File: config.mk
export PLATFORM = sky130hd
export DESIGN_NAME = rs_pool
export DESIGN_NICKNAME = d
export VERILOG_FILES = /design/src/rtl/rs_pkg.sv /design/src/rtl/rs_first_pick.sv /design/src/rtl/rs_operand.sv /design/src/rtl/rs_slot.sv /design/src/rtl/rs_pool.sv
export SDC_FILE = /design/constraint.sdc
export NUM_CORES = 1
export LEC_CHECK = 0
export BUFFER_PORTS_ARGS = -buffer_cell sky130_fd_sc_hd__buf_4
export CAP_MARGIN = 20
export CORE_MARGIN = 4
export CORE_UTILIZATION = 30
export DETAILED_ROUTE_END_ITERATION = 10
export RECOVER_POWER = 100
export SYNTH_ARGS = -nofsm -noshare
export SYNTH_HDL_FRONTEND = slang
export SYNTH_SLANG_ARGS = --single-unit
File: constraint.sdc
create_clock -name clk -period 6.24 [get_ports clk]
set_input_delay 1.248 -clock clk [delete_from_list [all_inputs] [get_ports clk]]
set_output_delay 1.248 -clock clk [all_outputs]
set_load 0.01 [all_outputs]
File: src/rtl/rs_pkg.sv
package rs_pkg;
  // occupancy of one slot
  typedef enum logic [1:0] {
    SLOT_IDLE = 2'd0,
    SLOT_WAIT = 2'd1,
    SLOT_EXEC = 2'd2
  } slot_state_e;
endpackage

File: src/rtl/rs_first_pick.sv
// Finds the lowest set bit of a request vector.
module rs_first_pick #(
  parameter int N = 4,
  localparam int IW = (N > 1) ? $clog2(N) : 1
) (
  input  logic [N-1:0]  req,
  output logic          found,
  output logic [IW-1:0] idx
);
  always_comb begin
    found = 1'b0;
    idx   = '0;
    for (int i = N - 1; i >= 0; i--) begin
      if (req[i]) begin
        found = 1'b1;
        idx   = IW'(i);
      end
    end
  end
endmodule

File: src/rtl/rs_operand.sv
// One source operand: holds a value or a producer tag, and snoops the broadcast bus.
module rs_operand #(
  parameter int DATA_W = 16,
  parameter int TAG_W  = 3
) (
  input  logic              clk,
  input  logic              rst_n,
  input  logic              load,
  input  logic [TAG_W-1:0]  in_tag,
  input  logic [DATA_W-1:0] in_val,
  input  logic              bc_valid,
  input  logic [TAG_W-1:0]  bc_tag,
  input  logic [DATA_W-1:0] bc_val,
  output logic [TAG_W-1:0]  tag_q,
  output logic [DATA_W-1:0] val_q
);
  logic [TAG_W-1:0]  tag_d;
  logic [DATA_W-1:0] val_d;
  logic              in_hit;
  logic              hold_hit;
  logic              upd;

  always_comb begin
    in_hit   = bc_valid && (in_tag != '0) && (in_tag == bc_tag);
    hold_hit = bc_valid && (tag_q != '0) && (tag_q == bc_tag);
    upd      = load || hold_hit;
    tag_d    = tag_q;
    val_d    = val_q;
    if (load) begin
      if (in_hit) begin
        tag_d = '0;
        val_d = bc_val;
      end else begin
        tag_d = in_tag;
        val_d = in_val;
      end
    end else if (hold_hit) begin
      tag_d = '0;
      val_d = bc_val;
    end
  end

  always_ff @(posedge clk or negedge rst_n) begin
    if (!rst_n) begin
      tag_q <= '0;
      val_q <= '0;
    end else if (upd) begin
      tag_q <= tag_d;
      val_q <= val_d;
    end
  end
endmodule

File: src/rtl/rs_slot.sv
// One pool slot: occupancy state, operation, immediate and two operands.
module rs_slot
  import rs_pkg::*;
#(
  parameter int DATA_W = 16,
  parameter int TAG_W  = 3,
  parameter int OP_W   = 3,
  parameter int IMM_W  = 8,
  parameter int MY_TAG = 1
) (
  input  logic              clk,
  input  logic              rst_n,
  input  logic              load,
  input  logic [OP_W-1:0]   ld_op,
  input  logic [TAG_W-1:0]  ld_tag_a,
  input  logic [DATA_W-1:0] ld_val_a,
  input  logic [TAG_W-1:0]  ld_tag_b,
  input  logic [DATA_W-1:0] ld_val_b,
  input  logic [IMM_W-1:0]  ld_imm,
  input  logic              bc_valid,
  input  logic [TAG_W-1:0]  bc_tag,
  input  logic [DATA_W-1:0] bc_val,
  input  logic              take,
  output logic              busy,
  output logic              ready,
  output logic [OP_W-1:0]   op_q,
  output logic [DATA_W-1:0] val_a,
  output logic [DATA_W-1:0] val_b,
  output logic [IMM_W-1:0]  imm_q
);
  slot_state_e      state_q;
  slot_state_e      state_d;
  logic             own_hit;
  logic [TAG_W-1:0] tag_a;
  logic [TAG_W-1:0] tag_b;

  assign own_hit = bc_valid && (bc_tag == TAG_W'(MY_TAG));

  always_comb begin
    state_d = state_q;
    unique case (state_q)
      SLOT_IDLE: if (load) state_d = SLOT_WAIT;
      SLOT_WAIT: begin
        if (own_hit)   state_d = SLOT_IDLE;
        else if (take) state_d = SLOT_EXEC;
      end
      SLOT_EXEC: if (own_hit) state_d = SLOT_IDLE;
      default:   state_d = SLOT_IDLE;
    endcase
  end

  always_ff @(posedge clk or negedge rst_n) begin
    if (!rst_n) state_q <= SLOT_IDLE;
    else        state_q <= state_d;
  end

  always_ff @(posedge clk or negedge rst_n) begin
    if (!rst_n) begin
      op_q  <= '0;
      imm_q <= '0;
    end else if (load) begin
      op_q  <= ld_op;
      imm_q <= ld_imm;
    end
  end

  rs_operand #(.DATA_W(DATA_W), .TAG_W(TAG_W)) u_src_a (
    .clk(clk), .rst_n(rst_n), .load(load),
    .in_tag(ld_tag_a), .in_val(ld_val_a),
    .bc_valid(bc_valid), .bc_tag(bc_tag), .bc_val(bc_val),
    .tag_q(tag_a), .val_q(val_a)
  );

  rs_operand #(.DATA_W(DATA_W), .TAG_W(TAG_W)) u_src_b (
    .clk(clk), .rst_n(rst_n), .load(load),
    .in_tag(ld_tag_b), .in_val(ld_val_b),
    .bc_valid(bc_valid), .bc_tag(bc_tag), .bc_val(bc_val),
    .tag_q(tag_b), .val_q(val_b)
  );

  assign busy  = (state_q != SLOT_IDLE);
  assign ready = (state_q == SLOT_WAIT) && (tag_a == '0) && (tag_b == '0);
endmodule

File: src/rtl/rs_pool.sv
// Pool of reservation slots for one functional unit class.
module rs_pool
  import rs_pkg::*;
#(
  parameter int ENTRIES  = 4,
  parameter int DATA_W   = 16,
  parameter int TAG_W    = 3,
  parameter int OP_W     = 3,
  parameter int IMM_W    = 8,
  parameter int TAG_BASE = 1
) (
  input  logic              clk,
  input  logic              rst_n,
  input  logic              iss_valid,
  input  logic [OP_W-1:0]   iss_op,
  input  logic [TAG_W-1:0]  iss_tag_a,
  input  logic [DATA_W-1:0] iss_val_a,
  input  logic [TAG_W-1:0]  iss_tag_b,
  input  logic [DATA_W-1:0] iss_val_b,
  input  logic [IMM_W-1:0]  iss_imm,
  output logic              iss_ready,
  output logic [TAG_W-1:0]  iss_tag,
  input  logic              bc_valid,
  input  logic [TAG_W-1:0]  bc_tag,
  input  logic [DATA_W-1:0] bc_val,
  output logic              disp_valid,
  output logic [OP_W-1:0]   disp_op,
  output logic [DATA_W-1:0] disp_a,
  output logic [DATA_W-1:0] disp_b,
  output logic [IMM_W-1:0]  disp_imm,
  output logic [TAG_W-1:0]  disp_tag
);
  localparam int IW = (ENTRIES > 1) ? $clog2(ENTRIES) : 1;

  logic [ENTRIES-1:0] busy_vec;
  logic [ENTRIES-1:0] free_vec;
  logic [ENTRIES-1:0] ready_vec;
  logic [ENTRIES-1:0] load_vec;
  logic [ENTRIES-1:0] take_vec;
  logic [IW-1:0]      free_idx;
  logic [IW-1:0]      disp_idx;
  logic               free_found;
  logic               rdy_found;

  logic [OP_W-1:0]   op_arr  [ENTRIES];
  logic [DATA_W-1:0] a_arr   [ENTRIES];
  logic [DATA_W-1:0] b_arr   [ENTRIES];
  logic [IMM_W-1:0]  imm_arr [ENTRIES];

  assign free_vec = ~busy_vec;

  rs_first_pick #(.N(ENTRIES)) u_free_pick (
    .req(free_vec), .found(free_found), .idx(free_idx)
  );

  rs_first_pick #(.N(ENTRIES)) u_disp_pick (
    .req(ready_vec), .found(rdy_found), .idx(disp_idx)
  );

  for (genvar g = 0; g < ENTRIES; g++) begin : g_slot
    assign load_vec[g] = iss_valid && free_found && (free_idx == IW'(g));
    assign take_vec[g] = rdy_found && (disp_idx == IW'(g));

    rs_slot #(
      .DATA_W(DATA_W), .TAG_W(TAG_W), .OP_W(OP_W), .IMM_W(IMM_W),
      .MY_TAG(TAG_BASE + g)
    ) u_slot (
      .clk(clk), .rst_n(rst_n),
      .load(load_vec[g]),
      .ld_op(iss_op),
      .ld_tag_a(iss_tag_a), .ld_val_a(iss_val_a),
      .ld_tag_b(iss_tag_b), .ld_val_b(iss_val_b),
      .ld_imm(iss_imm),
      .bc_valid(bc_valid), .bc_tag(bc_tag), .bc_val(bc_val),
      .take(take_vec[g]),
      .busy(busy_vec[g]), .ready(ready_vec[g]),
      .op_q(op_arr[g]), .val_a(a_arr[g]), .val_b(b_arr[g]), .imm_q(imm_arr[g])
    );
  end

  assign iss_ready  = free_found;
  assign iss_tag    = TAG_W'(TAG_BASE) + TAG_W'(free_idx);

  assign disp_valid = rdy_found;
  assign disp_tag   = TAG_W'(TAG_BASE) + TAG_W'(disp_idx);
  assign disp_op    = op_arr[disp_idx];
  assign disp_a     = a_arr[disp_idx];
  assign disp_b     = b_arr[disp_idx];
  assign disp_imm   = imm_arr[disp_idx];
endmodule

---- After elaboration in Yosys (flattened, before gate mapping) ----
Cells that the tools add are included.
storage, ports and cells
  bits in registers ....................... 204
  output and inout port bits .............. 51
cells by class
  add/subtract/negate cells ............... 2
  order comparisons ....................... 1
  equality and inequality tests ........... 40
  mux-type cells .......................... 84
  bitwise gates (word level) .............. 2
  reductions and logical operators ........ 97
operator list
  kind                                                  count
  two-way mux 16 bit                                    22
  binary-select mux 16 bit (select 2 bit)               2
  two-way mux 3 bit                                     20
  two-way mux 2 bit                                     24
  logical AND 1 bit                                     41
  equality test 3 bit                                   10
  nonzero test 3 bit                                    10
  zero test 3 bit                                       8
  case mux 2 bit (3 select lines)                       4
  nonzero test 2 bit                                    12
  binary-select mux 8 bit (select 2 bit)                1
  equality test 2 bit (second input constant)           8
  two-way mux 8 bit                                     2
  AND reduction 2 bit                                   8
  equality test 2 x 1 -> 1 bit (second input constant)  6
  zero test 2 bit                                       6
  != test 3 x 1 -> 1 bit (second input constant)        4
  AND reduction 3 bit                                   4
  logical OR 1 bit                                      8
  two-way mux 1 bit                                     8
  != test 2 x 1 -> 1 bit (second input constant)        4
  != test 2 bit (second input constant)                 4
  adder 1 x 2 -> 3 bit (first input constant)           2
  binary-select mux 3 bit (select 2 bit)                1
  6 further kinds                                       7

---- Longest topological paths before layout ----
Gate-level depths: netlist (run 1).
  word-level depth ........................ 12
  depth in mapped cells ................... 10

---- Hierarchy ----
From an unflattened synthesis (run 1), not the netlist that was laid out.
unflattened totals
  cells, all modules ...................... 1144
  area total of the unflattened synthesis .. 12400.6 um2
modules (own cells, without submodules)
  module                          instances  cells each  area an instance (um2)
  rs_operand                      8          114         1108.6
  rs_pool                         1          77          1280.0
  rs_slot (g_slot[0].u_slot ...)  2          35          540.5
  rs_slot (g_slot[2].u_slot)      1          36          569.3
  rs_slot (g_slot[3].u_slot)      1          35          531.8
  rs_first_pick                   2          7           35.0

---- Least setup slack after synthesis (run 1) ----
OpenSTA, ideal clock, no wires.
  kind .................................... reg-to-output
  start point ............................. register g_slot[2].u_slot.u_src_a.tag_q[2]
  end point ............................... output port disp_a[0]
  data arrival time ....................... 1.955 ns
  data required time ...................... 4.992 ns
  setup slack ............................. 3.037 ns
  stages on the path, launching flop included .. 8
  buffers on the path ..................... 2
  cells stage by stage .................... dfrtp_1 > or4_4 > nor2_4 > nor2_1 > a21o_1 > buf_2 > buf_6 > a221o_1
on the way
  cells in the longest elaborated chain, start to end .. 10
RTL lines
  what                                                   RTL line             text
  from (decl)                                            rs_operand.sv:14     output logic [TAG_W-1:0] tag_q,
  from (signal assigned)                                 rs_operand.sv:48     tag_q <= tag_d;
  zero test 3 bit                                        rs_slot.sv:82        assign ready = (state_q == SLOT_WAIT) && (tag_a == '0) && (tag_b == '0);
  logical AND 1 bit (2 in a row)                         rs_slot.sv:82
  two-way mux 2 bit (3 in a row)                         rs_first_pick.sv:14  if (req[i]) begin
  inverter 2 -> 3 bit (not written as such)              rs_pool.sv:87        assign disp_a = a_arr[disp_idx];
  binary-select mux 16 bit (select 2 bit)                rs_pool.sv:87
  two-way mux 16 bit (not written as such) (2 in a row)  rs_pool.sv:87
  to (decl)                                              rs_pool.sv:28        output logic [DATA_W-1:0] disp_a,
No other way between the ends. The select of a mux whose other input is x is not followed.

---- Final worst setup path (run 1) ----
  start point ............................. register g_slot[0].u_slot.u_src_b.tag_q[1]
  end point ............................... output port disp_a[5]
on the way
  cells in the longest elaborated chain, start to end .. 7
RTL lines
  what                                                   RTL line
  from (decl)                                            rs_operand.sv:14
  from (signal assigned)                                 rs_operand.sv:48
  zero test 3 bit                                        rs_slot.sv:82
  logical AND 1 bit                                      rs_slot.sv:82
  two-way mux 2 bit                                      rs_first_pick.sv:14
  inverter 2 -> 3 bit (not written as such)              rs_pool.sv:87
  binary-select mux 16 bit (select 2 bit)                rs_pool.sv:87
  two-way mux 16 bit (not written as such) (2 in a row)  rs_pool.sv:87
No other way between the ends. The select of a mux whose other input is x is not followed.

==> metrics.md, run 1 <==
| Metric | Value |
|---|---|
| Met3 usage in global routing | 0.0352 |
| Proportion of layout cells with a drive suffix above 1 | 0.129 |
| Cell area after layout | 12600 sq um |
| Highest Clock Rate | 193 MHz |
| Gate count after technology mapping | 1167 |
| Maximum buffer depth of the clock tree | 3 |
| ANT nets after route | 0 |
| Worst max-slew margin expressed relative to the limit | -0.897 |
| Post-CTS repair timing setup buffer count | 0 |
| Syn nets | 1243 |
| Congestion Overflow GR | 0 |
| Number of hold violations in the final report | 0 |
| Hold slack | 0.473 ns |
| Cells after DPL | 1666 |
| Vias after detailed routing | approximately 9600 |
| Routing usage on met1 | 0.260 |
| Sort of element at the start of the critical path | flop |
| Synth unique cells | 52 |
| Fillcell total | 3748 |
| Clock slew at the register clock pins of the worst setup and hold paths | 0.06 ns |
| Main combinational cell family by area after synthesis | compound AO/OA/AOI/OAI gates |
| Post-route clock skew | 0.0339 ns |
| Number of max-slew violations in the final report | 302 |
| Clock sink count | around 200 |
| Final core utilization | 0.352 |
| Half-perimeter wire length after detailed placement | 24500 microns |
| Failing checks | capacitance limit, slew limit |
| Worst Tran Pin Value | between 2 and 3 ns |
| Gr busiest metal | met2 |
| Path category of the worst min-delay check | flop to flop |
| Launching instance or port of the critical path | g_slot[0].u_slot.u_src_b.tag_q[1] |
| Minimum period implied by the final worst setup slack | 5.18 ns |
| Share of synthesized area spent on multiplexers | 0.00957 |
| TritonCTS Buffers | 25 |
| Share of synthesized registers carrying an async set or reset | 1.00 |
| Beginning of the worst hold path | g_slot[2].u_slot.imm_q[4] |
| Simple-Gate Fraction of Synth Area | 0.202 |
| Max-cap violations | 6 |
| Worst Path Arrival | 3.93 ns |
| Count of flip-flops with a built-in enable after synthesis | 0 |
| Portion of the post-synthesis area used by sequential elements | 0.465 |
| Number of buffers inserted by hold repair at cts | 0 |
| Final Net Count | 1309 |
| Via count of the first global-routing pass | 9748 |
| Area enclosed by the die boundary | 39700 sq um |
| Largest driver fanout on the critical path | 43 |
| Via-to-Cell Ratio | about 5.6 |
| Sum of routed wire length over all layers | 38800 microns |
| Average routed wire per standard cell | ~23 microns |
| Clock H-tree levels | 1 |
| Area of placed instances | 12200 sq um |
| Chip width | 199 microns |
| Top-level port count | 123 |
| Worst voltage drop across the vdd grid | roughly 250 uV |
| Setup-failing EPs final | 0 |
| Setup TNS Final | 0 ns |
| Clock latency at the later pin of the worst-skew pair | 0.55 ns |
| Initial DRT Pass Iterations | 5 |
| Commonest non-fill, non-tap cells in the layout | sky130_fd_sc_hd__dfrtp_1, sky130_fd_sc_hd__nor3_1, sky130_fd_sc_hd__nand2_1, sky130_fd_sc_hd__inv_1, sky130_fd_sc_hd__buf_4 |
| CTS tree | done |
| Register bit count reported by yosys | 204 |
| Setup repair after global routing missed its margin | false |
| Drt first-iter violations | 800 |
| CP required | 4.99 ns |
| Kind of critical path | flop to output port |
| Mapped Avg Cell Area | 9.41 sq um |
| Total of cells resized after clock tree synthesis | 0 |
| Buffer type at the clock tree root | sky130_fd_sc_hd__clkbuf_16 |
| Met2 routing resource usage after global routing | 0.316 |
| First-pass GRT wire length | 59400 microns |
| Reported leakage power | 5.55 nW |
| # DRC | 0 |
| Critical R2R Launch | g_slot[2].u_slot.state_q[0] |
| PwrDens | approximately 550 nW/um^2 |
| Worst Setup End Kind | output port |
| Period utilization | 0.830 |
| Core Box Area | 35800 sq um |
| Setup slack, reg-to-reg | 1.86 ns |
| Placement Rows | 69 |
| Gp weighted congestion | 0.820 |
| Starting Density | 0.307 |
| Netlist Area Pre-Place | around 11000 sq um |
| Share of the synthesized area in compound gates (AO/OA/AOI/OAI) | 0.222 |
| Buffers added on ports | 122 |
| Antenna violations before repair | 1 |
| Filler-free cell count of the finished design | 1713 |
| Outcome | finished, violations left |
| XOR/XNOR Fraction of Synth Area | 0.0159 |
| Area growth from synthesis to layout | 14.9% |
| Overall track demand over capacity in global routing | 0.192 |
| Area share of fa/ha/maj cells after synthesis | 0.00456 |
| Number of inserted diodes | 0 |
| Yosys warns | 0 |
| Most used DFF post-synth | sky130_fd_sc_hd__dfrtp_1 |
| Maximum number of pins on one net before global-route repair | 107 |
| Vertical extent of the die | around 200 microns |
| Leading cell type in the layout, fill and taps excluded | sky130_fd_sc_hd__dfrtp_1 |
==> stage by stage <==
| stage | setup slack (ns) | power [mW] |
|---|---|---|
| floorplan | 3.04 | 4.46 |
| global route | 0.888 | 7.37 |
| detailed placement | 2.24 | 5.68 |
| finish | 1.06 | 6.91 |
| global placement | 2.25 | 5.60 |
| CTS | 1.65 | 7.28 |
==> routing by layer <==
metal	vias to the layer above	routed length, microns	share of wire
met3	61	2590	0.067
li1	4386	-	-
met1	4749	16700	0.43
met2	380	18300	0.47
met5	-	7	0.00018
met4	2	1110	0.029
==> final timing paths <==
check                                                    end  depth (start not counted)
max                                                disp_a[5]                          5
min                                g_slot[2].u_slot.imm_q[4]                          2
max reg2reg                g_slot[0].u_slot.u_src_b.tag_q[1]                          7
min reg2reg                        g_slot[2].u_slot.imm_q[4]                          2
max in group asynchronous          g_slot[2].u_slot.imm_q[5]                          1
min in group asynchronous  g_slot[0].u_slot.u_src_a.val_q[8]                          1
==> power by group <==
group / internal (mW) / total [mW] / leakage [nW] / switching [mW]
logic: 1.17 / 2.99 / 2.76 / 1.82
clock network: 0.954 / 1.57 / 0.431 / 0.616
registers: 1.95 / 2.35 / 2.36 / 0.399
total: 4.07 / 6.91 / 5.55 / 2.83
==> cell type report <==
cell class	count	area (sq um)	area share
Clock buffer	32	692	0.0548
Clock inverter	14	193	0.0153
Inverter	91	342	0.0271
Multi-Input combinational cell	768	4830	0.383
Sequential cell	204	5100	0.404
Tap cell	461	577	0.0457
Timing Repair Buffer	143	886	0.0702
==> kinds of logic (layout without fill, tap and decap cells) <==
group,Yosys count,count (layout)
xor gates and xnor gates,20,20
adders and majority gates,4,4
and+or+nand+nor,461,461
buffers and inverters,195,280
DFF,204,204
muxes,8,8
AOI/OAI and AO/OA,275,275
==> state kept, by name, indices dropped and copies added (netlist names) <==
register	count
g_slot.u_slot.imm_q	32
g_slot.u_slot.op_q	12
g_slot.u_slot.state_q	8
g_slot.u_slot.u_src_a.tag_q	12
g_slot.u_slot.u_src_a.val_q	64
g_slot.u_slot.u_src_b.tag_q	12
g_slot.u_slot.u_src_b.val_q	64
==> synth_stat cells (2+ instances only) <==
cell type / instances / share of area
sky130_fd_sc_hd__inv_1: 91 / 0.031
sky130_fd_sc_hd__xnor2_1: 2 / 0.0016
sky130_fd_sc_hd__a221oi_2: 40 / 0.055
sky130_fd_sc_hd__nor2_2: 3 / 0.0017
sky130_fd_sc_hd__nor4_1: 4 / 0.0023
sky130_fd_sc_hd__o22a_1: 6 / 0.0048
sky130_fd_sc_hd__a221oi_1: 24 / 0.019
sky130_fd_sc_hd__and4bb_4: 4 / 0.0059
sky130_fd_sc_hd__buf_6: 10 / 0.010
sky130_fd_sc_hd__nor2b_1: 3 / 0.0017
sky130_fd_sc_hd__mux2_2: 4 / 0.0041
sky130_fd_sc_hd__a221o_1: 43 / 0.039
sky130_fd_sc_hd__a22oi_1: 43 / 0.029
sky130_fd_sc_hd__buf_1: 19 / 0.0065
sky130_fd_sc_hd__nor2_1: 53 / 0.018
sky130_fd_sc_hd__o21a_1: 2 / 0.0014
sky130_fd_sc_hd__o21ai_0: 3 / 0.0014
sky130_fd_sc_hd__buf_2: 31 / 0.014
sky130_fd_sc_hd__o22ai_1: 26 / 0.015
sky130_fd_sc_hd__clkbuf_1: 30 / 0.010
sky130_fd_sc_hd__a211oi_1: 65 / 0.044
sky130_fd_sc_hd__xor2_1: 18 / 0.014
sky130_fd_sc_hd__nand2_1: 164 / 0.056
sky130_fd_sc_hd__dfrtp_1: 204 / 0.46
sky130_fd_sc_hd__a21oi_1: 17 / 0.0077
sky130_fd_sc_hd__a21oi_2: 3 / 0.0024
sky130_fd_sc_hd__ha_1: 4 / 0.0046
sky130_fd_sc_hd__nor3_1: 193 / 0.088
sky130_fd_sc_hd__mux2_4: 4 / 0.0055
sky130_fd_sc_hd__nand2b_1: 8 / 0.0046
sky130_fd_sc_hd__buf_4: 14 / 0.0096
sky130_fd_sc_hd__and3_1: 5 / 0.0028
sky130_fd_sc_hd__nor4bb_1: 5 / 0.0046
sky130_fd_sc_hd__nand3_1: 4 / 0.0018
==> worst max-delay path, stage by stage (launching register included) <==
cell and delay (ns):
sky130_fd_sc_hd__dfrtp_1 0.42, sky130_fd_sc_hd__nor4_1 0.40, sky130_fd_sc_hd__and4b_2 0.57, sky130_fd_sc_hd__a21o_1 1.47
sky130_fd_sc_hd__a221o_1 0.37, sky130_fd_sc_hd__clkbuf_1 0.16
Note: power is estimated with default switching activity, not from simulation.
==> run 2, diff against run 1 <==
--- a/config.mk
+++ b/config.mk
@@ -5,6 +5,7 @@
 export SDC_FILE = /design/constraint.sdc
 export NUM_CORES = 1
 export LEC_CHECK = 0
+export ABC_AREA = 1
 export BUFFER_PORTS_ARGS = -buffer_cell sky130_fd_sc_hd__buf_4
 export CAP_MARGIN = 20
 export CORE_MARGIN = 4
==> constraint.sdc (replaced) <==
create_clock -name clk -period 5.3 [get_ports clk]
set_input_delay 1.06 -clock clk [delete_from_list [all_inputs] [get_ports clk]]
set_output_delay 1.06 -clock clk [all_outputs]
set_load 0.01 [all_outputs]
==> metrics.md, run 2 <==
| Metric | Value |
|---|---|
| Outcome | finished, violations left |
| Failing checks | capacitance limit, slew limit |
| PwrDens | 623 nW/um^2 (+14%) |
| CP required | 4.24 ns (-0.75 ns) |
| Antenna violations before repair | 2 (+1) |
| Dominant cell type by count on the critical path | sky130_fd_sc_hd__nor2_2 |
| Minimum period implied by the final worst setup slack | approximately 4.6 ns |
| Via count of the first global-routing pass | 12382 (+27%) |
| Setup TNS Final | 0 ns (unchanged) |
| CP top delay family | simple AND/OR/NAND/NOR gates |
| Vertical extent of the die | 213 microns (+6.9%) |
| CP max stage cell | sky130_fd_sc_hd__nor2_2 |
| Number of hold violations in the final report | 0 (unchanged) |
| Share of synthesized registers carrying an async set or reset | 1.00 (unchanged) |
| Largest driver fanout on the critical path | 25 (-42%) |
| Commonest non-fill, non-tap cells in the layout | sky130_fd_sc_hd__nand2_1, sky130_fd_sc_hd__nand3_1, sky130_fd_sc_hd__dfrtp_1, sky130_fd_sc_hd__inv_1, sky130_fd_sc_hd__nor2_1 |
| Sequence of cells on the critical path | inv_1 -> nor2_2 -> nand3_2 -> nor2_8 -> nor2_2 -> nand2_2 -> inv_2 -> nand2_1 -> nand3_1 -> clkbuf_1 |
| Chip width | 213 microns (+6.9%) |
| Launching instance or port of the critical path | g_slot[2].u_slot.state_q[0] |
| Setup slack, reg-to-reg | 0.75 ns (-1.11 ns) |
| Starting Density | 0.307 (about the same) |
| Beginning of the worst hold path | g_slot[3].u_slot.imm_q[0] |
| Number of buffers and inverters on the critical path | 3 (+2) |
| Path category of the worst min-delay check | flop to flop |
| First-pass GRT wire length | 74400 microns (+25%) |
| Area growth from synthesis to layout | 11.1% |
| Sort of element at the start of the critical path | flop |
| Post-CTS repair timing setup buffer count | 0 (unchanged) |
| Portion of the post-synthesis area used by sequential elements | 0.404 (-0.0606) |
| Clock latency at the later pin of the worst-skew pair | 0.52 ns (-0.03 ns) |
| Count of flip-flops with a built-in enable after synthesis | 0 (unchanged) |
| Overall track demand over capacity in global routing | 0.210 (+0.0177) |
| ANT nets after route | 0 (unchanged) |
| Number of max-slew violations in the final report | 409 (+35%) |
| Congestion Overflow GR | 0 (unchanged) |
| Cell area after layout | 14000 sq um (+11%) |
| Clock sink count | 204 (unchanged) |
| Fin worst setup slack | 0.693 ns (-0.367 ns) |
| Core Box Area | 41200 sq um (+15%) |
| Netlist Area Pre-Place | 12600 sq um (+15%) |
| End of the worst register-to-register path | g_slot[3].u_slot.u_src_a.val_q[0] |
| Post-route clock skew | 0.0127 ns (-0.0212 ns) |
| Kind of critical path | flop to output port |
| Top-level port count | 123 (unchanged) |
| End of the worst hold path | g_slot[3].u_slot.imm_q[0] |
| Placement Rows | 74 (+7.2%) |
| Area enclosed by the die boundary | 45500 sq um (+14%) |
| Vias after detailed routing | 12512 (+31%) |
| Register bit count reported by yosys | 204 (unchanged) |
| Length in cells of the worst reg-to-reg path | 9 (+2) |
| Final Net Count | 1872 (+43%) |
| Yosys warns | 0 (unchanged) |
| Proportion of layout cells with a drive suffix above 1 | 0.111 (-0.0174) |
| Number of buffers inserted by hold repair at cts | 0 (unchanged) |
| Maximum buffer depth of the clock tree | 3 (unchanged) |
| CTS tree | done |
| Worst Path Arrival | 3.55 ns (-0.38 ns) |
| Largest registers in the final layout | g_slot.u_slot.u_src_a.val_q x64, g_slot.u_slot.u_src_b.val_q x64, g_slot.u_slot.imm_q x32 |
| Worst voltage drop across the vdd grid | 241 uV (-2.6%) |
| Proportion of netlist area held by the largest area contributor | 0.404 (-0.0606) |
| Synth unique cells | 46 (-12%) |
| Power, Total | 8.74 mW (+26%) |
| Gp weighted congestion | 0.862 (+5.2%) |
| Mapped Avg Cell Area | 7.29 sq um (-23%) |
| Hold Path Cell Cnt | 2 (unchanged) |
| Hold slack | 0.481 ns (+0.00771 ns) |
| Syn nets | 1809 (+46%) |
| Worst setup slack after placement | 1.74 ns (-0.495 ns) |
| Number of inserted diodes | 0 (unchanged) |
| Via-to-Cell Ratio | 5.35 (-4.4%) |
| Top cells by area, synth | sky130_fd_sc_hd__dfrtp_1, sky130_fd_sc_hd__nand3_1, sky130_fd_sc_hd__nand2_1, sky130_fd_sc_hd__inv_1, sky130_fd_sc_hd__nand4_1 |
| Buffer type at the clock tree root | sky130_fd_sc_hd__clkbuf_16 |
| CP max stage delay | 1.10 ns (-0.37 ns) |
| Worst Setup End Kind | output port |
| Final core utilization | 0.341 (-0.0118) |
| Period utilization | 0.869 |
| Initial DRT Pass Iterations | 6 (+1) |
| Area of placed instances | 13600 sq um (+11%) |
| Maximum number of pins on one net before global-route repair | 94 (-12%) |
| Filler-free cell count of the finished design | 2340 (+37%) |
| Reported leakage power | 7.17 nW (+29%) |
| Most common cell in the synthesized netlist | sky130_fd_sc_hd__nand2_1 |
| Worst max-slew margin expressed relative to the limit | -0.808 (+0.0885) |
| Most used DFF post-synth | sky130_fd_sc_hd__dfrtp_1 |
| Synth cell count leaders | sky130_fd_sc_hd__nand2_1, sky130_fd_sc_hd__nand3_1, sky130_fd_sc_hd__dfrtp_1 |
| Max-cap violations | 9 (+3) |
| Critical R2R Launch | g_slot[3].u_slot.state_q[0] |
| Largest area contributor in the synthesized netlist | sky130_fd_sc_hd__dfrtp_1 |
| Setup-failing EPs final | 0 (unchanged) |
| Buffers added on ports | 122 (unchanged) |
| # DRC | 0 (unchanged) |
| Clock slew at the register clock pins of the worst setup and hold paths | 0.06 ns (about the same) |
| Leading cell type in the layout, fill and taps excluded | sky130_fd_sc_hd__nand2_1 |
| Gate count after technology mapping | 1733 (+49%) |
| Clock H-tree levels | 1 (unchanged) |
| Setup repair after global routing missed its margin | false |
| Sum of routed wire length over all layers | 48600 microns (+25%) |
| Half-perimeter wire length after detailed placement | 30100 microns (+23%) |
| Cells after DPL | 2301 (+38%) |
| Total of cells resized after clock tree synthesis | 0 (unchanged) |
| TritonCTS Buffers | 23 (-8.0%) |
| Drt first-iter violations | 1415 (+77%) |
| Average routed wire per standard cell | 20.8 microns (-8.2%) |
| Worst Tran Pin Value | 2.71 ns (-0.133 ns) |
| Highest Clock Rate | 217 MHz |
## run 2: cell types whose count changed after synthesis, moves of 36 or more
cell                       change
sky130_fd_sc_hd__a211oi_1     -65
sky130_fd_sc_hd__nor2_1       +36
sky130_fd_sc_hd__a221o_1      -43
sky130_fd_sc_hd__nand3_1     +460
sky130_fd_sc_hd__nand4_1      +57
sky130_fd_sc_hd__nor3_1      -191
sky130_fd_sc_hd__inv_1        +94
sky130_fd_sc_hd__a22oi_1      -43
sky130_fd_sc_hd__nand2_1     +304
sky130_fd_sc_hd__a221oi_2     -40
## run 2: worst max-delay path by stage
stage	endpoint	slack, ns	cells after the start
2_1_floorplan	disp_a[11]	2.84	7
4_1_cts	disp_a[5]	1.18	10
3_3_place_gp	disp_a[13]	1.76	8
6_report	disp_a[8]	0.69	10
3_5_place_dp	disp_a[13]	1.74	10
5_1_grt	disp_a[5]	0.49	10
## run 2: cells by family after synthesis
group / after synthesis / share of synthesized area
AND/OR/NAND/NOR: 1145 / 0.432
buffers and inverters: 308 / 0.122
XOR/XNOR: 5 / 0.00466
AO/OA/AOI/OAI: 67 / 0.0334
flip-flops: 204 / 0.404
adder cells (fa/ha/maj): 4 / 0.00396
## run 2: cell type report
cell class	instances	area [sq um]
fill	4376	27200
multi-input combinational	1221	5880
sequential	204	5100
timing repair buffer	136	851
inverter	210	797
clock buffer	34	687
tap	532	666
clock inverter	3	43.8
## run 2: worst min-delay path: stages, from the launching register on
cell                      delay, ns
sky130_fd_sc_hd__dfrtp_1       0.34
sky130_fd_sc_hd__nand2_1       0.05
sky130_fd_sc_hd__nand2_1       0.06
## run 2: layer usage
layer  global-route usage  wire (microns)
met2                0.334           21800
met1                0.289           20600
met4               0.0814            1950
met3               0.0307            4320
met5                    0              22
## run 2: report_power, final
part | total (mW) | switching (mW) | internal [mW]
clock network | 1.60 | 0.663 | 0.936
logic | 4.42 | 3.03 | 1.39
registers | 2.72 | 0.404 | 2.31
total | 8.74 | 4.10 | 4.64
